===== src/rtl/bitband_pkg.sv =====
package bitband_pkg;

    localparam int ADDR_W = 32;
    localparam int DATA_W = 32;
    localparam int POS_W  = $clog2(DATA_W);

    typedef enum logic [1:0] {
        SZ_BYTE = 2'd0,
        SZ_HALF = 2'd1,
        SZ_WORD = 2'd2
    } unit_e;

    typedef enum logic [1:0] {
        ST_IDLE,
        ST_RD,
        ST_WR,
        ST_RSP
    } phase_e;

    typedef struct packed {
        phase_e              st;
        logic                we;
        logic                val;
        unit_e               unit;
        logic [ADDR_W-1:0]   addr;
        logic [POS_W-1:0]    pos;
        logic [DATA_W-1:0]   wword;
        logic                rbit;
        logic                err;
    } seq_regs_t;

endpackage


===== src/rtl/bitband_addr_map.sv =====
module bitband_addr_map
    import bitband_pkg::*;
#(
    parameter logic [ADDR_W-1:0] TGT_BASE   = 32'h2000_0000,
    parameter int                ALIAS_BITS = 25
) (
    input  logic [ALIAS_BITS-1:2] alias_off,
    input  logic [1:0]            size_in,
    output unit_e                 unit_out,
    output logic [ADDR_W-1:0]     tgt_addr,
    output logic [POS_W-1:0]      bus_pos
);
    localparam int SHIFT = 5;

    logic [ADDR_W-1:0] raw;

    always_comb begin
        raw = TGT_BASE | ADDR_W'(alias_off[ALIAS_BITS-1:SHIFT]);
        unique case (size_in)
            2'd0: begin
                unit_out = SZ_BYTE;
                tgt_addr = raw;
                bus_pos  = {raw[1:0], alias_off[4:2]};
            end
            2'd1: begin
                unit_out = SZ_HALF;
                tgt_addr = {raw[ADDR_W-1:1], 1'b0};
                bus_pos  = {raw[1], alias_off[5:2]};
            end
            default: begin
                unit_out = SZ_WORD;
                tgt_addr = {raw[ADDR_W-1:2], 2'b00};
                bus_pos  = alias_off[6:2];
            end
        endcase
    end

endmodule


===== src/rtl/bitband_bit_merge.sv =====
module bitband_bit_merge
    import bitband_pkg::*;
(
    input  logic [DATA_W-1:0] rword,
    input  logic [POS_W-1:0]  pos,
    input  logic              newval,
    output logic              rbit,
    output logic [DATA_W-1:0] mword
);
    always_comb begin
        rbit       = rword[pos];
        mword      = rword;
        mword[pos] = newval;
    end

endmodule


===== src/rtl/bitband_seq.sv =====
module bitband_seq
    import bitband_pkg::*;
(
    input  logic              clk,
    input  logic              rst_n,
    input  logic              s_req,
    input  logic              s_we,
    input  logic              s_wbit,
    input  unit_e             map_unit,
    input  logic [ADDR_W-1:0] map_addr,
    input  logic [POS_W-1:0]  map_pos,
    input  logic              m_ready,
    input  logic              m_err,
    input  logic [DATA_W-1:0] merged,
    input  logic              rbit_sel,
    output logic              s_ready,
    output logic [DATA_W-1:0] s_rdata,
    output logic              s_err,
    output logic              m_req,
    output logic              m_we,
    output logic              m_lock,
    output logic [1:0]        m_size,
    output logic [ADDR_W-1:0] m_addr,
    output logic [DATA_W-1:0] m_wdata,
    output logic [POS_W-1:0]  cur_pos,
    output logic              cur_val
);
    seq_regs_t q, d;

    always_comb begin
        d = q;
        unique case (q.st)
            ST_IDLE: begin
                if (s_req) begin
                    d.st    = ST_RD;
                    d.we    = s_we;
                    d.val   = s_wbit;
                    d.unit  = map_unit;
                    d.addr  = map_addr;
                    d.pos   = map_pos;
                    d.rbit  = 1'b0;
                    d.err   = 1'b0;
                end
            end
            ST_RD: begin
                if (m_ready) begin
                    if (m_err) begin
                        d.err  = 1'b1;
                        d.rbit = 1'b0;
                        d.st   = ST_RSP;
                    end else if (q.we) begin
                        d.wword = merged;
                        d.st    = ST_WR;
                    end else begin
                        d.rbit = rbit_sel;
                        d.st   = ST_RSP;
                    end
                end
            end
            ST_WR: begin
                if (m_ready) begin
                    d.err = m_err;
                    d.st  = ST_RSP;
                end
            end
            default: begin
                d.st = ST_IDLE;
            end
        endcase
    end

    always_ff @(posedge clk or negedge rst_n) begin
        if (!rst_n) begin
            q.st    <= ST_IDLE;
            q.we    <= 1'b0;
            q.val   <= 1'b0;
            q.unit  <= SZ_BYTE;
            q.addr  <= '0;
            q.pos   <= '0;
            q.wword <= '0;
            q.rbit  <= 1'b0;
            q.err   <= 1'b0;
        end else begin
            q <= d;
        end
    end

    always_comb begin
        m_req   = (q.st == ST_RD) || (q.st == ST_WR);
        m_we    = (q.st == ST_WR);
        m_lock  = q.we && m_req;
        m_size  = q.unit;
        m_addr  = q.addr;
        m_wdata = q.wword;
        s_ready = (q.st == ST_RSP);
        s_rdata = {{(DATA_W-1){1'b0}}, q.rbit};
        s_err   = q.err;
        cur_pos = q.pos;
        cur_val = q.val;
    end

endmodule


===== src/rtl/bitband_bridge.sv =====
module bitband_bridge
    import bitband_pkg::*;
#(
    parameter logic [31:0] TGT_BASE   = 32'h2000_0000,
    parameter int          ALIAS_BITS = 25
) (
    input  logic        clk,
    input  logic        rst_n,
    input  logic        s_req,
    input  logic        s_we,
    input  logic [1:0]  s_size,
    input  logic [31:0] s_addr,
    input  logic [31:0] s_wdata,
    output logic        s_ready,
    output logic [31:0] s_rdata,
    output logic        s_err,
    output logic        m_req,
    output logic        m_we,
    output logic        m_lock,
    output logic [1:0]  m_size,
    output logic [31:0] m_addr,
    output logic [31:0] m_wdata,
    input  logic        m_ready,
    input  logic [31:0] m_rdata,
    input  logic        m_err
);
    unit_e              map_unit;
    logic [ADDR_W-1:0]  map_addr;
    logic [POS_W-1:0]   map_pos;
    logic [POS_W-1:0]   cur_pos;
    logic               cur_val;
    logic [DATA_W-1:0]  merged;
    logic               rbit_sel;
    logic               unused_inputs;

    assign unused_inputs = ^{s_addr[31:ALIAS_BITS], s_addr[1:0], s_wdata[31:1]};

    bitband_addr_map #(
        .TGT_BASE   (TGT_BASE),
        .ALIAS_BITS (ALIAS_BITS)
    ) u_map (
        .alias_off (s_addr[ALIAS_BITS-1:2]),
        .size_in   (s_size),
        .unit_out  (map_unit),
        .tgt_addr  (map_addr),
        .bus_pos   (map_pos)
    );

    bitband_bit_merge u_merge (
        .rword  (m_rdata),
        .pos    (cur_pos),
        .newval (cur_val),
        .rbit   (rbit_sel),
        .mword  (merged)
    );

    bitband_seq u_seq (
        .clk      (clk),
        .rst_n    (rst_n),
        .s_req    (s_req),
        .s_we     (s_we),
        .s_wbit   (s_wdata[0]),
        .map_unit (map_unit),
        .map_addr (map_addr),
        .map_pos  (map_pos),
        .m_ready  (m_ready),
        .m_err    (m_err),
        .merged   (merged),
        .rbit_sel (rbit_sel),
        .s_ready  (s_ready),
        .s_rdata  (s_rdata),
        .s_err    (s_err),
        .m_req    (m_req),
        .m_we     (m_we),
        .m_lock   (m_lock),
        .m_size   (m_size),
        .m_addr   (m_addr),
        .m_wdata  (m_wdata),
        .cur_pos  (cur_pos),
        .cur_val  (cur_val)
    );

endmodule


===== config.mk =====
export PLATFORM = sky130hd
export DESIGN_NAME = bitband_bridge
export DESIGN_NICKNAME = d
export VERILOG_FILES = /design/src/rtl/bitband_pkg.sv /design/src/rtl/bitband_addr_map.sv /design/src/rtl/bitband_bit_merge.sv /design/src/rtl/bitband_seq.sv /design/src/rtl/bitband_bridge.sv
export SDC_FILE = /design/constraint.sdc
export NUM_CORES = 1
export LEC_CHECK = 0
export CAP_MARGIN = 20
export CORE_UTILIZATION = 37
export CTS_BUF_LIST = sky130_fd_sc_hd__clkbuf_16
export CTS_CLUSTER_DIAMETER = 200
export DETAILED_ROUTE_END_ITERATION = 6
export PLACE_DENSITY_LB_ADDON = 0.1
export SETUP_SLACK_MARGIN = 0.1
export SLEW_MARGIN = 20
export SYNTH_ARGS = -nofsm -noshare
export SYNTH_HDL_FRONTEND = slang
export SYNTH_SLANG_ARGS = --single-unit

===== constraint.sdc =====
create_clock -name clk -period 1.55 [get_ports clk]
set_input_delay 0.31 -clock clk [delete_from_list [all_inputs] [get_ports clk]]
set_output_delay 0.31 -clock clk [all_outputs]
set_load 0.05 [all_outputs]

Word-level counts from Yosys, hierarchy flattened
Cells that the tools add are included.
Cells by class
  equality and inequality tests: 9
  order comparisons: 2
  muxes and demuxes: 21
  bitwise operators: 1
  reduce and logical (&&, ||, !) cells: 12
Operators with widths (number)
  $mux W43: 1
  $bwmux W32: 1
  $mux W1: 8
  $mux W2: 4
  $pmux W2 S2: 2
  $reduce_and A4 Y1: 2
  $lt A5 B6 Y1 const B: 1
  $ne A2 B2 Y1 const B: 3
  $pmux W2 S3: 1
  $bmux W1 S5: 1
  $demux W1 S5: 1
  $ge A5 B1 Y1 const B: 1
  $reduce_and A5 Y1: 1
  $eq A2 B1 Y1 const B: 2
  $eq A2 B2 Y1 const B: 2
  $logic_not A2 Y1: 2
  $ne A3 B3 Y1 const B: 1
  $pmux W1 S3: 1
  $reduce_and A3 Y1: 1
  $reduce_bool A3 Y1: 1
  $logic_and A1 B1 Y1: 2
  $ne A2 B1 Y1 const B: 1
  $pmux W1 S2: 1
  $reduce_and A2 Y1: 1
  other kinds (3): 3
Storage, ports and cells
  register bits: 75
  word-level logic and storage cells: 54

Longest topological paths before layout
  word-level depth: 6
  mapped depth: 8
  mapped depth without buffers: 7

Hierarchy
Synthesis repeated with hierarchy kept, for this count alone.
Unflattened totals
  cell total of the unflattened synthesis: 455
  area total of the unflattened synthesis: 5165.0 µm²
Modules (own cells, without submodules)
  bitband_seq: area each 3956.3 µm², times used 1, cells each 291, seq. area each 1926.8 µm²
  bitband_bit_merge: area each 909.6 µm², times used 1, cells each 123, seq. area each 0.0 µm²
  bitband_addr_map: area each 299.0 µm², times used 1, cells each 41, seq. area each 0.0 µm²

Worst setup path before layout
No wires, ideal clock.
  path kind: register to register
  from: register u_seq.q[75] (netlist bit)
  to: register u_seq.q[76] (netlist bit)
  path slack: -315 ps
  required time: 1425 ps
  stages on the path, launching flop included: 6
  period minus slack after synthesis: 1865 ps
  setup time: 125 ps
  buffers on the path: 0
  arrival time: 1740 ps
  cells stage by stage: dfrtp_1 -> inv_1 -> ha_1 -> nor2_1 -> o21ai_0 -> mux2_2
Between the ends
  word-level cells in the longest chain between the ends: 3
  elaborated cells on any way between the ends: 8
Ends and longest elaborated chain
  from (decl): line bitband_seq.sv:28  | seq_regs_t q, d;
  $eq A2 B2 Y1 *
  net m_we: line bitband_bridge.sv:18  | output logic m_we,
  $ne A2 B1 Y1 (no source line)
  $reduce_and A3 Y1 (no source line)
Mark *: on every way through the listed nets, which the timed path passes. The rest lies on a longest branch.
A chain may end at the register's enable or synchronous reset.

Final worst setup path
  from: register u_seq.cur_pos[1] (netlist name)
  to: register u_seq.q (netlist bit u_seq.s_rdata[0])
Between the ends
  word-level cells in the longest chain between the ends: 6
Ends and longest elaborated chain
  $bmux W1 S5: line bitband_bit_merge.sv:11  | rbit = rword[pos];
  $mux W1 (implied by the code): line bitband_bit_merge.sv:11
  $mux W1: line bitband_seq.sv:51  | end else if (q.we) begin
  $mux W1: line bitband_seq.sv:47  | if (m_err) begin
  $mux W2: line bitband_seq.sv:46  | if (m_ready) begin
  $pmux W1 S2: line bitband_seq.sv:32  | unique case (q.st)
No other way between the ends. The select of a mux whose other input is x is not followed.

==> run_results.csv <==
group,metric,value,unit
synth,synthMuxAreaShare,18.32,%
clock_network,clock-sinks,66,
global_routing,grt_max_degree,67,
layout,syn_to_final_growth,67.62,%
sta,tns,-1530,ps
status,status,"complete, but fails checks",
synth,syn_area,4282,µm²
place,placed_cells_incl_taps,668,
min_path,hp-class,"in2async",
critical_path,r2r-start,"u_seq.cur_pos[1]",
drt,drtAntennaViolNets,0,
drt,detail_route.wirelength,11590,µm
drt,vias_per_cell,4.813,
critical_path,worst-endpoint-arrival,1950,ps
layout,final_cell_mix,"71 x buf_12, 62 x clkdlybuf4s50_1, 62 x dfrtp_1",
sta,setup_ws,-181.6,ps
place,place_congestion,0.7956,
die,core,11080,µm²
synth,synth-simple-area-share,12.97,%
drt,drc,0,
critical_path,r2r_cells,6,
sta,fin_hold_ws,-15.68,ps
flow_run,drv_cap,0,
power_and_ir_drop,ir_drop,1.486,mV
sta,skew,6.750,ps
clock_network,clockBufferDepth,2,
global_routing,overflow,0,
place,dp_worst_setup_slack,-334.6,ps
die,die_h,109.6,µm
global_routing,grt_pass1_wl,17810,µm
critical_path,path_max_fanout,13,
drt,drt-initial-drc-count,84,
critical_path,slowest_stage,"dfrtp_2",
sta,finalCritPeriodShare,111.7,%
synth,synth_cells,443,
critical_path,timing.rr.end,"u_seq.s_rdata[0]",
drt,via_count,3441,
synth,synthAdderAreaFrac,1.461,%
clock_network,cts_buffers,9,
die,die_area,12010,µm²
sta,rsz0062_at_grt,"yes",
synth,synth_xor_area_share,0,%
critical_path,path_cells,"buf_12, mux2i_1, o221ai_1, a22oi_1, o2111ai_1, a32o_1",
die,io_pins,207,
layout,final_common_cell,"buf_12",
drt,wl_per_cell,16.20,µm
clock_network,htree_levels,3,
power_and_ir_drop,p_per_area,2301,nW/µm²
sta,finalSetupViolCount,35,
die,rows,38,
power_and_ir_drop,total_power,16.52,mW
die,fp.dieW,109.6,µm
layout,antennaDiodeCount,0,
critical_path,max_stage_delay,380,ps
clock_network,clock_latency,330,ps
power_and_ir_drop,p_leak,3.161,nW
sta,period_needed,1732,ps
place,port_buffers,124,
drt,first_pass_iters,4,
synth,synth-seq-cells,66,
layout,drive_above_1_share,48.70,%
critical_path,crit_type,"reg2reg",
sta,hold_viol_final,15,
synth,synth_compound_area_share,7.539,%
critical_path,r2r_setup_slack,-180,ps
synth,yosysUniqueCellTypes,40,
global_routing,first_global_vias,3612,
place,dp_hpwl,7454,µm
synth,yosys_warnings,0,
synth,synth_top_family_by_area,"buffers and inverters",
clock_network,cts_tree,"built",
clock_network,cts_hold_buf,0,
layout,finalNetCount,680,
clock_network,root_buffer,"clkbuf_16",
status,violations,"hold timing, setup timing",
sta,maxSlewViolCount,0,
critical_path,crit_required,1770,ps
die,initial_core_util,38.65,%
synth,ys_seq_area_share,38.57,%
layout,fin_cells,715,
clock_network,path_clk_slew,50,ps
global_routing,antenna_found_initial,0,
critical_path,critPathLaunchType,"register",
global_routing,grt_use_total,19.72,%
critical_path,endpoint_kind,"register",
sta,fmax,577.5,MHz
synth,syn_area_per_cell,9.665,µm²
report_power, final:
part           switching [mW]  internal [mW]  total (mW)
Clock                   0.737           1.05        1.79
Combinational            5.59           5.68        11.3
Sequential              0.949           2.51        3.46
Total                    7.28           9.24        16.5
synth_stat cells:
cell type,count,area share [%]
mux2_2,27,7.1
o21ai_1,2,0.23
nand2_1,53,4.6
or2_2,2,0.29
nor3_1,9,1.1
dfrtp_1,66,39
nor2b_1,3,0.44
a21o_1,1,0.18
nor2_1,17,1.5
nor3_2,1,0.23
conb_1,1,0.088
o21ai_2,1,0.20
or3_1,2,0.29
buf_4,99,17
a22oi_1,1,0.18
mux2i_1,48,11
o2111ai_1,1,0.20
ha_1,5,1.5
buf_6,5,1.3
nor4b_1,1,0.20
inv_1,5,0.44
o211ai_1,1,0.18
nand3_1,8,0.94
a32o_1,1,0.23
nand2b_1,8,1.2
clkbuf_1,10,0.88
nand2b_4,1,0.32
buf_2,9,1.1
and2_1,1,0.15
or3b_1,2,0.41
o32a_1,1,0.23
o21ai_0,35,4.1
a221oi_1,1,0.20
nand3b_1,5,0.88
or3_4,1,0.26
o221ai_1,5,1.0
or3b_2,1,0.20
o31ai_1,1,0.18
o32ai_1,1,0.20
a22o_1,1,0.20
worst max-delay path by stage:
stage	slack, ps	start	cells past startpoint	endpoint
floorplan	70	u_seq.q[76]	8	u_seq.m_wdata[0]
CTS	-150	u_seq.cur_pos[1]	6	u_seq.s_rdata[0]
global route	-220	u_seq.cur_pos[1]	7	u_seq.s_rdata[0]
finish	-180	u_seq.cur_pos[1]	6	u_seq.s_rdata[0]
detailed placement	-330	m_rdata[3]	6	u_seq.s_rdata[0]
global placement	-310	m_rdata[3]	6	u_seq.s_rdata[0]
stage by stage:
step / util (%) / instance area [µm²]
final: 64.78 / 7177
after global routing: 64.78 / 7177
after CTS: 62.12 / 6882
after detailed placement: 54.52 / 6040
after global placement: 54.52 / 6040
after floorplan: - / 4574
worst max-delay path: cells and delay by family, from the launching register on:
kind	cells	cell delay, ps
flops	1	380
buf+inv	1	180
compound gates	4	780
mux	1	280
registers in the layout, summed over array words and instances, names as in the netlist:
signal	cells
u_seq.m_wdata	32
u_seq.m_addr	21
u_seq.cur_pos	5
u_seq.q	3
u_seq.m_size	2
u_seq.cur_val	1
u_seq.s_err	1
u_seq.s_rdata	1
layout make-up:
type	instances	area [µm²]
clock buffers	9	225.2
multi-input cells	291	2379
fillers	868	3901
well taps	140	175.2
clock inverters	6	28.78
repair buffers	198	2691
flip-flops and latches	66	1657
inverters	5	21.27
cells by family after synthesis:
| family | after synthesis |
|---|---|
| buf+inv | 128 |
| simple gates | 115 |
| mux | 75 |
| flops | 66 |
| compound gates | 53 |
| fa+ha+maj | 5 |
| other cells | 1 |
what timing repair did:
item                                    in CTS  in global routing
gates resized for setup                     53                 87
setup buffers                               19                  8
endpoints found under the setup margin      36                 40
pin swaps                                   14                 20
gates cloned                                10                  0
routing by layer:
metal / up-vias / track usage, % / wire (µm)
li1: 1627 / - / -
met1: 1663 / 22.63 / 4581
met4: 0 / 9.143 / 231
met3: 18 / 5.809 / 853
met2: 133 / 33.74 / 5919
met5: - / 0 / 0
Note: power is estimated with default switching activity, not from simulation.
